$ cat config.mk
export PLATFORM = sky130hd
export DESIGN_NAME = chbuf_port
export DESIGN_NICKNAME = d
export VERILOG_FILES = /design/src/rtl/chbuf_pkg.sv /design/src/rtl/chbuf_tx_lane.sv /design/src/rtl/chbuf_rx_lane.sv /design/src/rtl/chbuf_port.sv
export SDC_FILE = /design/constraint.sdc
export NUM_CORES = 1
export LEC_CHECK = 0
export BUFFER_PORTS_ARGS = -buffer_cell sky130_fd_sc_hd__buf_2
export CORE_MARGIN = 2
export CORE_UTILIZATION = 55
export CTS_BUF_LIST = sky130_fd_sc_hd__clkbuf_4
export DETAILED_ROUTE_END_ITERATION = 8
export PLACE_DENSITY = 0.89
export SYNTH_ARGS = -nofsm -noshare
export SYNTH_HDL_FRONTEND = slang
export SYNTH_HIERARCHICAL = 1
export SYNTH_SLANG_ARGS = --single-unit
export TNS_END_PERCENT = 1
$ cat constraint.sdc
create_clock -name clk -period 1.92 [get_ports clk]
set_clock_uncertainty 0.2 [all_clocks]
set_input_delay 0.288 -clock clk [delete_from_list [all_inputs] [get_ports clk]]
set_output_delay 0.288 -clock clk [all_outputs]
set_load 0.005 [all_outputs]
$ cat src/rtl/chbuf_pkg.sv
package chbuf_pkg;

    localparam int ADDR_W = 3;
    localparam int NUM_B  = 2;

    typedef enum logic [ADDR_W-1:0] {
        ADDR_TX_B1  = 3'd0,
        ADDR_TX_B2  = 3'd1,
        ADDR_RX_B1  = 3'd2,
        ADDR_RX_B2  = 3'd3,
        ADDR_RX_D   = 3'd4,
        ADDR_STATUS = 3'd5
    } chbuf_addr_e;

    // Bit order is part of the register contract.
    typedef struct packed {
        logic b2_tx_empty;
        logic b1_tx_empty;
        logic d_rx_full;
        logic b2_rx_full;
        logic b1_rx_full;
    } chbuf_status_t;

    localparam int STATUS_W = $bits(chbuf_status_t);

    function automatic logic [ADDR_W-1:0] tx_addr(input int idx);
        return (idx == 0) ? ADDR_TX_B1 : ADDR_TX_B2;
    endfunction

    function automatic logic [ADDR_W-1:0] rx_b_addr(input int idx);
        return (idx == 0) ? ADDR_RX_B1 : ADDR_RX_B2;
    endfunction

endpackage

$ cat src/rtl/chbuf_tx_lane.sv
module chbuf_tx_lane #(
    parameter int W = 8
) (
    input  logic         clk,
    input  logic         rst,
    input  logic         wr_en,
    input  logic [W-1:0] wr_data,
    input  logic         xfer,
    output logic [W-1:0] data_q,
    output logic [W-1:0] shadow_q,
    output logic         empty_q
);

    always_ff @(posedge clk) begin
        if (rst) begin
            data_q   <= '0;
            shadow_q <= '0;
            empty_q  <= 1'b1;
        end else begin
            if (xfer) begin
                shadow_q <= data_q;
            end
            if (wr_en) begin
                data_q <= wr_data;
            end
            // A fresh CPU write outranks the transfer: the new byte is not yet in the shadow.
            if (wr_en) begin
                empty_q <= 1'b0;
            end else if (xfer) begin
                empty_q <= 1'b1;
            end
        end
    end

endmodule

$ cat src/rtl/chbuf_rx_lane.sv
module chbuf_rx_lane #(
    parameter int W = 8
) (
    input  logic         clk,
    input  logic         rst,
    input  logic         rd_en,
    input  logic         latch,
    input  logic [W-1:0] din,
    output logic [W-1:0] hold_q,
    output logic         full_q
);

    always_ff @(posedge clk) begin
        if (rst) begin
            hold_q <= '0;
            full_q <= 1'b0;
        end else begin
            if (latch) begin
                hold_q <= din;
            end
            // New arrival outranks the read-clear.
            if (latch) begin
                full_q <= 1'b1;
            end else if (rd_en) begin
                full_q <= 1'b0;
            end
        end
    end

endmodule

$ cat src/rtl/chbuf_port.sv
module chbuf_port
    import chbuf_pkg::*;
#(
    parameter int B_W = 8,
    parameter int D_W = 2
) (
    input  logic              clk,
    input  logic              rst,
    input  logic              cpu_sel,
    input  logic              cpu_we,
    input  logic [ADDR_W-1:0] cpu_addr,
    input  logic [B_W-1:0]    cpu_wdata,
    output logic [B_W-1:0]    cpu_rdata,
    input  logic              frame_stb,
    input  logic [B_W-1:0]    rx_b1,
    input  logic [B_W-1:0]    rx_b2,
    input  logic [D_W-1:0]    rx_d,
    output logic [B_W-1:0]    tx_b1,
    output logic [B_W-1:0]    tx_b2,
    output logic              irq
);

    localparam int PAD_D = B_W - D_W;
    localparam int PAD_S = B_W - STATUS_W;

    logic                 cpu_wr;
    logic                 cpu_rd;
    logic [B_W-1:0]       tx_data   [NUM_B];
    logic [B_W-1:0]       tx_shadow [NUM_B];
    logic [NUM_B-1:0]     tx_empty;
    logic [B_W-1:0]       rx_b_in   [NUM_B];
    logic [B_W-1:0]       rx_b_hold [NUM_B];
    logic [NUM_B-1:0]     rx_b_full;
    logic [D_W-1:0]       rx_d_hold;
    logic                 rx_d_full;
    logic                 rx_d_rd;
    chbuf_status_t        status;
    logic [STATUS_W-1:0]  flags;

    assign cpu_wr = cpu_sel &&  cpu_we;
    assign cpu_rd = cpu_sel && !cpu_we;

    assign rx_b_in[0] = rx_b1;
    assign rx_b_in[1] = rx_b2;

    for (genvar i = 0; i < NUM_B; i++) begin : g_tx
        chbuf_tx_lane #(.W(B_W)) u_tx (
            .clk      (clk),
            .rst      (rst),
            .wr_en    (cpu_wr && (cpu_addr == tx_addr(i))),
            .wr_data  (cpu_wdata),
            .xfer     (frame_stb),
            .data_q   (tx_data[i]),
            .shadow_q (tx_shadow[i]),
            .empty_q  (tx_empty[i])
        );
    end

    for (genvar i = 0; i < NUM_B; i++) begin : g_rxb
        chbuf_rx_lane #(.W(B_W)) u_rx (
            .clk    (clk),
            .rst    (rst),
            .rd_en  (cpu_rd && (cpu_addr == rx_b_addr(i))),
            .latch  (frame_stb),
            .din    (rx_b_in[i]),
            .hold_q (rx_b_hold[i]),
            .full_q (rx_b_full[i])
        );
    end

    assign rx_d_rd = cpu_rd && (cpu_addr == ADDR_RX_D);

    chbuf_rx_lane #(.W(D_W)) u_rx_d (
        .clk    (clk),
        .rst    (rst),
        .rd_en  (rx_d_rd),
        .latch  (frame_stb),
        .din    (rx_d),
        .hold_q (rx_d_hold),
        .full_q (rx_d_full)
    );

    always_comb begin
        status.b2_tx_empty = tx_empty[1];
        status.b1_tx_empty = tx_empty[0];
        status.d_rx_full   = rx_d_full;
        status.b2_rx_full  = rx_b_full[1];
        status.b1_rx_full  = rx_b_full[0];
    end

    assign flags = status;
    assign irq   = |flags;
    assign tx_b1 = tx_shadow[0];
    assign tx_b2 = tx_shadow[1];

    always_comb begin
        case (cpu_addr)
            ADDR_TX_B1:  cpu_rdata = tx_data[0];
            ADDR_TX_B2:  cpu_rdata = tx_data[1];
            ADDR_RX_B1:  cpu_rdata = rx_b_hold[0];
            ADDR_RX_B2:  cpu_rdata = rx_b_hold[1];
            ADDR_RX_D:   cpu_rdata = {{PAD_D{1'b0}}, rx_d_hold};
            ADDR_STATUS: cpu_rdata = {{PAD_S{1'b0}}, flags};
            default:     cpu_rdata = '0;
        endcase
    end

endmodule

## Word level (Yosys, flattened, before mapping)

Index checks and enable logic that the tools add are counted.

| cells by class | value |
|---|---|
| shift operators | 0 |
| $mul | 0 |
| bitwise operators | 0 |
| equal/unequal tests | 5 |
| add/sub/neg operators | 0 |
| divide/modulo/power cells | 0 |
| reductions and logical operators | 15 |
| magnitude comparators | 0 |
| multiplexer cells | 10 |

Operator list:

| cell | count |
|---|---|
| one-hot mux 8 bit (6 select lines) | 1 |
| nonzero test 2 bit | 5 |
| two-way mux 1 bit | 9 |
| logical AND 1 bit | 7 |
| == test 3 x 2 -> 1 bit, second input constant | 2 |
| == test 3 bit, second input constant | 2 |
| OR reduction 5 bit | 1 |
| == test 3 x 1 -> 1 bit, second input constant | 1 |
| logical NOT 3 bit | 1 |
| logical NOT 1 bit | 1 |

| word-level totals | value |
|---|---|
| bits in latches | 0 |
| ROM bits | 0 |
| word-level logic and storage cells | 42 |
| bits in registers | 55 |
| input bits | 34 |
| output and inout port bits | 25 |
| memories kept | 0 |
| memory bits (writable) | 0 |

## Logic depth before layout (Yosys ltp)

Gate-level depths: netlist (run 1).

| logic depth | value |
|---|---|
| word-level depth | 5 |
| mapped depth | 7 |
| gate-level depth less buffers | 4 |

## Cells and area by module

The synthesis (run 1) kept the hierarchy.

Modules (own cells, without submodules):

| module | cells each | instances | seq. area each (µm²) | area an instance (µm²) |
|---|---|---|---|---|
| chbuf_tx_lane | 55 | 2 | 340.3 | 613.1 |
| chbuf_rx_lane at g_rxb[0].u_rx ... | 30 | 2 | 180.2 | 321.6 |
| chbuf_port | 54 | 1 | 0.0 | 431.7 |
| chbuf_rx_lane at u_rx_d | 10 | 1 | 60.1 | 102.6 |

## Worst setup path after synthesis (run 1)

No wires, ideal clock.

| timing | value |
|---|---|
| path kind | in2reg |
| from | in cpu_addr[2] |
| to | reg g_tx[1].u_tx.data_q[0] |
| data required time | 1,606 ps |
| library setup time | 114 ps |
| arrival | 1,394 ps |
| path slack | 211 ps |
| path buffers | 3 |
| stages | 7 |
| cell sequence | buf_6 > clkbuf_1 > nand3b_1 > nor3b_1 > buf_6 > mux2i_1 > nor2_1 |

| on the way | value |
|---|---|
| word-level cells in the longest chain between the ends | 2 |

Ends and longest elaborated chain:

| element | line | RTL |
|---|---|---|
| start: declaration | chbuf_port.sv:11 | `input logic [ADDR_W-1:0] cpu_addr,` |
| == test 3 x 1 -> 1 bit | chbuf_port.sv:50 | `.wr_en (cpu_wr && (cpu_addr == tx_addr(i))),` |
| logical AND 1 bit | chbuf_port.sv:50 |  |
| end signal: assignment | chbuf_tx_lane.sv:24 | `data_q <= wr_data;` |
| end: declaration | chbuf_tx_lane.sv:9 | `output logic [W-1:0] data_q,` |

No other way between the ends.
A chain may end at the register's enable or synchronous reset.

## Final worst setup path (run 1)

| timing | value |
|---|---|
| from | reg g_tx[0].u_tx.data_q[6] |
| to | out cpu_rdata[6] |

| on the way | value |
|---|---|
| word-level cells in the longest chain between the ends | 1 |

Ends and longest elaborated chain:

| element | line | RTL |
|---|---|---|
| start: declaration | chbuf_tx_lane.sv:9 |  |
| start signal: assignment | chbuf_tx_lane.sv:24 |  |
| one-hot mux 8 bit (6 select lines) | chbuf_port.sv:97 | `case (cpu_addr)` |
| end: declaration | chbuf_port.sv:13 | `output logic [B_W-1:0] cpu_rdata,` |

No other way between the ends.

==> impl_metrics.env, run 1 <==
export IMPL_status="complete, but fails checks"
export IMPL_violations="setup timing"
export IMPL_path_clk_slew_ps=160
export IMPL_routed_wl_um=5198
export IMPL_synthArstFlopShare=0
export IMPL_fin_area_um2=3078
export IMPL_layout_nets=355
export IMPL_period_needed_ps=1955
export IMPL_endpoint_kind="primary output"
export IMPL_synth_cells=234
export IMPL_drcViolationCount=0
export IMPL_top_level_ports=59
export IMPL_first_pass_iters=4
export IMPL_cp_cell_sequence="mux4_2, nor2b_1, buf_2"
export IMPL_crit_path_start="g_tx[0].u_tx/data_q[6]$_SDFFE_PP0P_"
export IMPL_grt_usage=0.2183
export IMPL_netlist_top_cells_count="55 x dfxtp_1, 55 x mux2i_1, 54 x nor2_1"
export IMPL_utilization=0.7168
export IMPL_min_path_type="primary input to register"
export IMPL_ys_warn_count=6
export IMPL_rsz0062_at_grt="yes"
export IMPL_critPathKind="register to primary output"
export IMPL_final_setup_viol_count=4
export IMPL_critPathArrivalTime_ps=1470
export IMPL_cts_buffers=5
export IMPL_hold_viol=0
export IMPL_cp_slowest_stage_delay_ps=440
export IMPL_post_route_period_util=1.018
export IMPL_crit_required_ps=1430
export IMPL_r2r_start="g_tx[0].u_tx/data_q[1]$_SDFFE_PP0P_"
export IMPL_insertion_delay_ps=390
export IMPL_critical_path_top_delay_family="multiplexers"
export IMPL_ir_drop_mv=0.5300
export IMPL_grt_overflow=0
export IMPL_start_kind="register"
export IMPL_grt_max_degree=40
export IMPL_drv_slew=0
export IMPL_synth_cell_types=32
export IMPL_final_layout_size_suffix_gt1_frac=0.3043
export IMPL_tightest_slew_ps=432.7
export IMPL_layout_setup_ws_ps=-35.23
export IMPL_grt_pass1_wl_um=8549
export IMPL_antenna_found_initial=0
export IMPL_syn2layout_area_growth_pct=28.06
export IMPL_fmax_mhz=511.4
export IMPL_first_global_vias=1834
export IMPL_num_rows=24
export IMPL_crit_buf_inv=1
export IMPL_syn_avg_cell_area_um2=10.27
export IMPL_maxCapViolCount=0
export IMPL_synth_seq_area_share=0.4581
export IMPL_vias=1941
export IMPL_port_buffer_count=58
export IMPL_yosys_area_top_type="dfxtp_1"
export IMPL_post_dp_hpwl_um=3487
export IMPL_hp_start="rst"
export IMPL_drt_iter0_markers=76
export IMPL_placed_cell_area_um2=2700
export IMPL_synth_edf_count=0
export IMPL_powerDensity_nw_per_um2=646.2
export IMPL_dieArea_um2=4915
export IMPL_power_leakage_nw=1.430
export IMPL_syn_nets=268
export IMPL_num_antenna_cells=0
export IMPL_die_h_um=70.11
export IMPL_h_tree_depth=2
export IMPL_drtAntennaViolNets=0
export IMPL_initial_core_util=0.5597
export IMPL_wl_per_cell_um=13.90
export IMPL_ys_ff_latch=55
export IMPL_crit_fanout=3
export IMPL_synthFlopType="dfxtp_1"
export IMPL_synthTopCellsByArea="dfxtp_1 46%, mux2i_1 23%, nor2_1 8.4%"
export IMPL_max_slew_margin=0.7115
export IMPL_crit_path_top_delay_cell="mux4_2"
export IMPL_root_buffer="clkbuf_4"
export IMPL_clock_sinks=55
export IMPL_cts_tree="yes"
export IMPL_synth_top_cell_area_share=0.4581
export IMPL_gp_congestion=0.8223
export IMPL_cts_max_path_buffers=2
export IMPL_fp_dieW_um=70.11
export IMPL_via_per_inst=5.190
export IMPL_synth_area_um2=2404
export IMPL_core_area_um2=4294
## worst paths after layout
path | end | cells past startpoint | slack [ps]
worst min-delay path | g_tx[1].u_tx/data_q[0]$_SDFFE_PP0P_ | 2 | 110
worst max register to register | g_tx[0].u_tx/shadow_q[1]$_SDFFE_PP0P_ | 3 | 930
worst min register to register | g_rxb[1].u_rx/full_q$_SDFFE_PP0P_ | 2 | 310
worst max-delay path | cpu_rdata[6] | 3 | -40
## routing by layer
metal | vias up | GRT usage | share of wire
met2 | 48 | 0.3778 | 0.49
li1 | 974 | - | -
met1 | 909 | 0.2718 | 0.43
met3 | 10 | 0.04473 | 0.052
met5 | - | 0 | 0
met4 | 0 | 0.07051 | 0.022
## sequential cells by signal, indices dropped and copies added, names as in the netlist
register            flops
g_rxb.u_rx/full_q       2
g_rxb.u_rx/hold_q      16
g_tx.u_tx/data_q       16
g_tx.u_tx/empty_q       2
g_tx.u_tx/shadow_q     16
u_rx_d/full_q           1
u_rx_d/hold_q           2
## final cells by class
type                            count  area, µm²
Clock buffer                        5      37.54
Clock inverter                      3      20.02
Inverter                            4      15.01
Tap cell                           52      65.06
Timing Repair Buffer               98      693.2
Sequential cell                    55       1115
Multi-Input combinational cell    157       1132
Fill cell                         345       1216
## per-stage QoR
step	hold WS (ps)	instances	power (mW)	TNS [ps]	setup slack, ps
after global placement	268.6	334	1.442	0	178.7
after CTS	91.27	374	1.994	-102.2	-29.91
after detailed placement	280.1	334	1.450	0	161.8
after global routing	106.2	374	2.071	-334.9	-87.28
after floorplan	157.1	234	1.372	0	211.4
final	107.6	374	1.989	-101.5	-35.23
## logic make-up (layout without fill, tap and decap cells)
logic type,count (synthesis),after routing,synth area share
multiplexers,60,60,0.2712
AND/OR/NAND/NOR,74,74,0.1353
flip-flops,55,55,0.4581
buffers and inverters,22,110,0.07340
AO/OA/AOI/OAI,23,23,0.06195
## report_power, final
part / switching [mW] / leakage (nW) / internal, mW
registers: 0.0207 / 0.453 / 1.18
logic: 0.124 / 0.948 / 0.153
clock network: 0.373 / 0.0288 / 0.141
## worst register-to-register path, stage by stage, from the launching register on
cell and delay [ps]:
dfxtp_2 370, buf_4 130, mux2i_1 130, nor2_1 60
## cell usage in the layout (no fill, tap or decap), types with 5 or more instances in the layout
master,count
clkbuf_4,5
dlygate4sd3_1,26
a21oi_1,7
buf_4,11
buf_2,58
nor2_1,54
mux2i_1,55
dfxtp_1,44
dfxtp_2,11
## what timing repair did
action,in CTS,in global routing
resized for setup,11,7
buffers inserted,6,0
endpoints found under the setup margin,4,6
hold buffers,26,0
pin swaps,1,0
hold endpoints to repair,34,0
No activity file was read; power rests on OpenSTA's default activity.
==> run 2: changes to the inputs <==
==> constraint.sdc (replaced) <==
create_clock -name clk -period 1.92 [get_ports clk]
set_clock_uncertainty 0.2 [all_clocks]
set_input_delay 0.096 -clock clk [delete_from_list [all_inputs] [get_ports clk]]
set_output_delay 0.096 -clock clk [all_outputs]
set_load 0.005 [all_outputs]
==> run 2 against run 1 <==
The flow now finishes without violations. Clock-buffer cell count unchanged. Register-to-register slack worse by 450 ps. Die area unchanged. Global-route usage up 0.18 points. First-iteration DRC count down 2.6%. Utilization up 0.23 points. Worst setup slack better by 130 ps. Largest cell class unchanged.
==> impl_metrics.env, run 2 (synthesized netlist as in run 1, its figures left out) <==
export IMPL_start_kind="register"
export IMPL_power_leakage_nw=1.449
export IMPL_port_buffer_count=58
export IMPL_max_slew_margin=0.7017
export IMPL_gp_congestion=0.8152
export IMPL_clock_sinks=55
export IMPL_post_cts_resize_count=0
export IMPL_crit_buf_inv=1
export IMPL_final_layout_size_suffix_gt1_frac=0.2260
export IMPL_crit_path_top_delay_cell="mux4_1"
export IMPL_hold_depth=5
export IMPL_syn2layout_area_growth_pct=28.47
export IMPL_r2r_slack_ps=480
export IMPL_tns_ps=0
export IMPL_crit_required_ps=1620
export IMPL_path_clk_slew_ps=150
export IMPL_cp_cell_sequence="mux4_1, nor2b_1, buf_2"
export IMPL_p_total_mw=1.995
export IMPL_cts_hold_buffers_added=37
export IMPL_h_tree_depth=2
export IMPL_cts_setup_buffers=0
export IMPL_drv_slew=0
export IMPL_powerDensity_nw_per_um2=646.2
export IMPL_min_to="u_rx_d/full_q$_SDFFE_PP0P_"
export IMPL_final_cell_mix="58 x buf_2, 55 x mux2i_1, 55 x dfxtp_1"
export IMPL_rsz0062_at_grt="no"
export IMPL_r2r_cells=3
export IMPL_first_global_vias=1881
export IMPL_drt_iter0_markers=74
export IMPL_grt_max_degree=40
export IMPL_final_setup_viol_count=0
export IMPL_antenna_found_initial=0
export IMPL_vias=1931
export IMPL_dieArea_um2=4915
export IMPL_drcViolationCount=0
export IMPL_post_dp_hpwl_um=3340
export IMPL_maxCapViolCount=0
export IMPL_cts_tree="yes"
export IMPL_routed_wl_um=5177
export IMPL_cts_max_path_buffers=2
export IMPL_die_h_um=70.11
export IMPL_insertion_delay_ps=390
export IMPL_critPathKind="register to primary output"
export IMPL_fp_dieW_um=70.11
export IMPL_cts_buffers=5
export IMPL_initial_core_util=0.5597
export IMPL_fmax_mhz=546.8
export IMPL_core_area_um2=4294
export IMPL_cp_slowest_stage_delay_ps=500
export IMPL_period_needed_ps=1829
export IMPL_via_per_inst=5.149
export IMPL_first_pass_iters=4
export IMPL_hold_viol=0
export IMPL_fin_area_um2=3088
export IMPL_r2r_start="u_rx_d/hold_q[1]$_SDFFE_PP0P_"
export IMPL_final_common_cell="buf_2"
export IMPL_endpoint_kind="primary output"
export IMPL_num_rows=24
export IMPL_status="finished, final reports clean"
export IMPL_drtAntennaViolNets=0
export IMPL_tightest_slew_ps=447.4
export IMPL_top_level_ports=59
export IMPL_top_regs="g_rxb.u_rx/hold_q x16, g_tx.u_tx/data_q x16, g_tx.u_tx/shadow_q x16"
export IMPL_critPathArrivalTime_ps=1530
export IMPL_root_buffer="clkbuf_4"
export IMPL_grt_overflow=0
export IMPL_post_route_period_util=0.9526
export IMPL_holdWs_ps=112.8
export IMPL_wl_per_cell_um=13.81
export IMPL_layout_setup_ws_ps=91.05
export IMPL_ir_drop_mv=0.5175
export IMPL_crit_fanout=3
export IMPL_critical_path_top_delay_family="multiplexers"
export IMPL_min_path_type="primary input to register"
export IMPL_num_antenna_cells=0
export IMPL_crit_path_start="g_tx[1].u_tx/data_q[7]$_SDFFE_PP0P_"
export IMPL_dp_slack_ps=309.0
export IMPL_layout_nets=356
export IMPL_timing_rr_end="u_rx_d/hold_q[1]$_SDFFE_PP0P_"
export IMPL_hp_start="cpu_addr[2]"
export IMPL_grt_pass1_wl_um=8549
export IMPL_placed_cell_area_um2=2658
export IMPL_grt_usage=0.2201
## run 2: cell count changes in the layout (fill, tap and decap cells not counted), moves of 3 or more
cell and delta:
buf_4 -9, dfxtp_1 +11, dfxtp_2 -11, dlygate4sd3_1 +11
mux4_1 +3, mux4_2 -3
## run 2: how the worst max path moves through the flow
stage	endpoint	slack [ps]	depth (start not counted)
after global routing	cpu_rdata[7]	20	3
after global placement	cpu_rdata[6]	340	4
final	cpu_rdata[7]	90	3
after detailed placement	cpu_rdata[7]	310	4
after CTS	cpu_rdata[6]	80	3
after floorplan	g_tx[1].u_tx/data_q[0]$_SDFFE_PP0P_	400	7
## run 2: cell type report
class / count / area (µm²)
Multi-Input combinational cell: 157 / 1131
Clock inverter: 3 / 22.52
Sequential cell: 55 / 1101
Timing Repair Buffer: 99 / 715.7
Clock buffer: 5 / 37.54
Tap cell: 52 / 65.06
Fill cell: 326 / 1206
Inverter: 4 / 15.01
## run 2: power breakdown
group          switching [mW]  internal (mW)  total [mW]
combinational           0.121          0.157       0.278
clock                   0.372          0.149       0.521
sequential             0.0209           1.18        1.20
## run 2: per-layer routing
metal  GRT usage  part of all wire
met4     0.08333             0.019
met5           0                 0
met3     0.05483             0.048
met2      0.3947              0.50
met1      0.2505              0.43
## run 2: stage by stage
| step | std cells | utilization |
|---|---|---|
| finish | 375 | 0.7191 |
| global route | 375 | 0.7191 |
| CTS | 375 | 0.7191 |
| detailed placement | 330 | 0.6189 |
| global placement | 330 | 0.6189 |
| floorplan | 234 | - |
## run 2: worst reg2reg max path: cells and delay by family (launching register included)
family                 cells  cell delay [ps]
buffers and inverters      1              580
flip-flops                 1              350
multiplexers               1              150
AND/OR/NAND/NOR            1               60
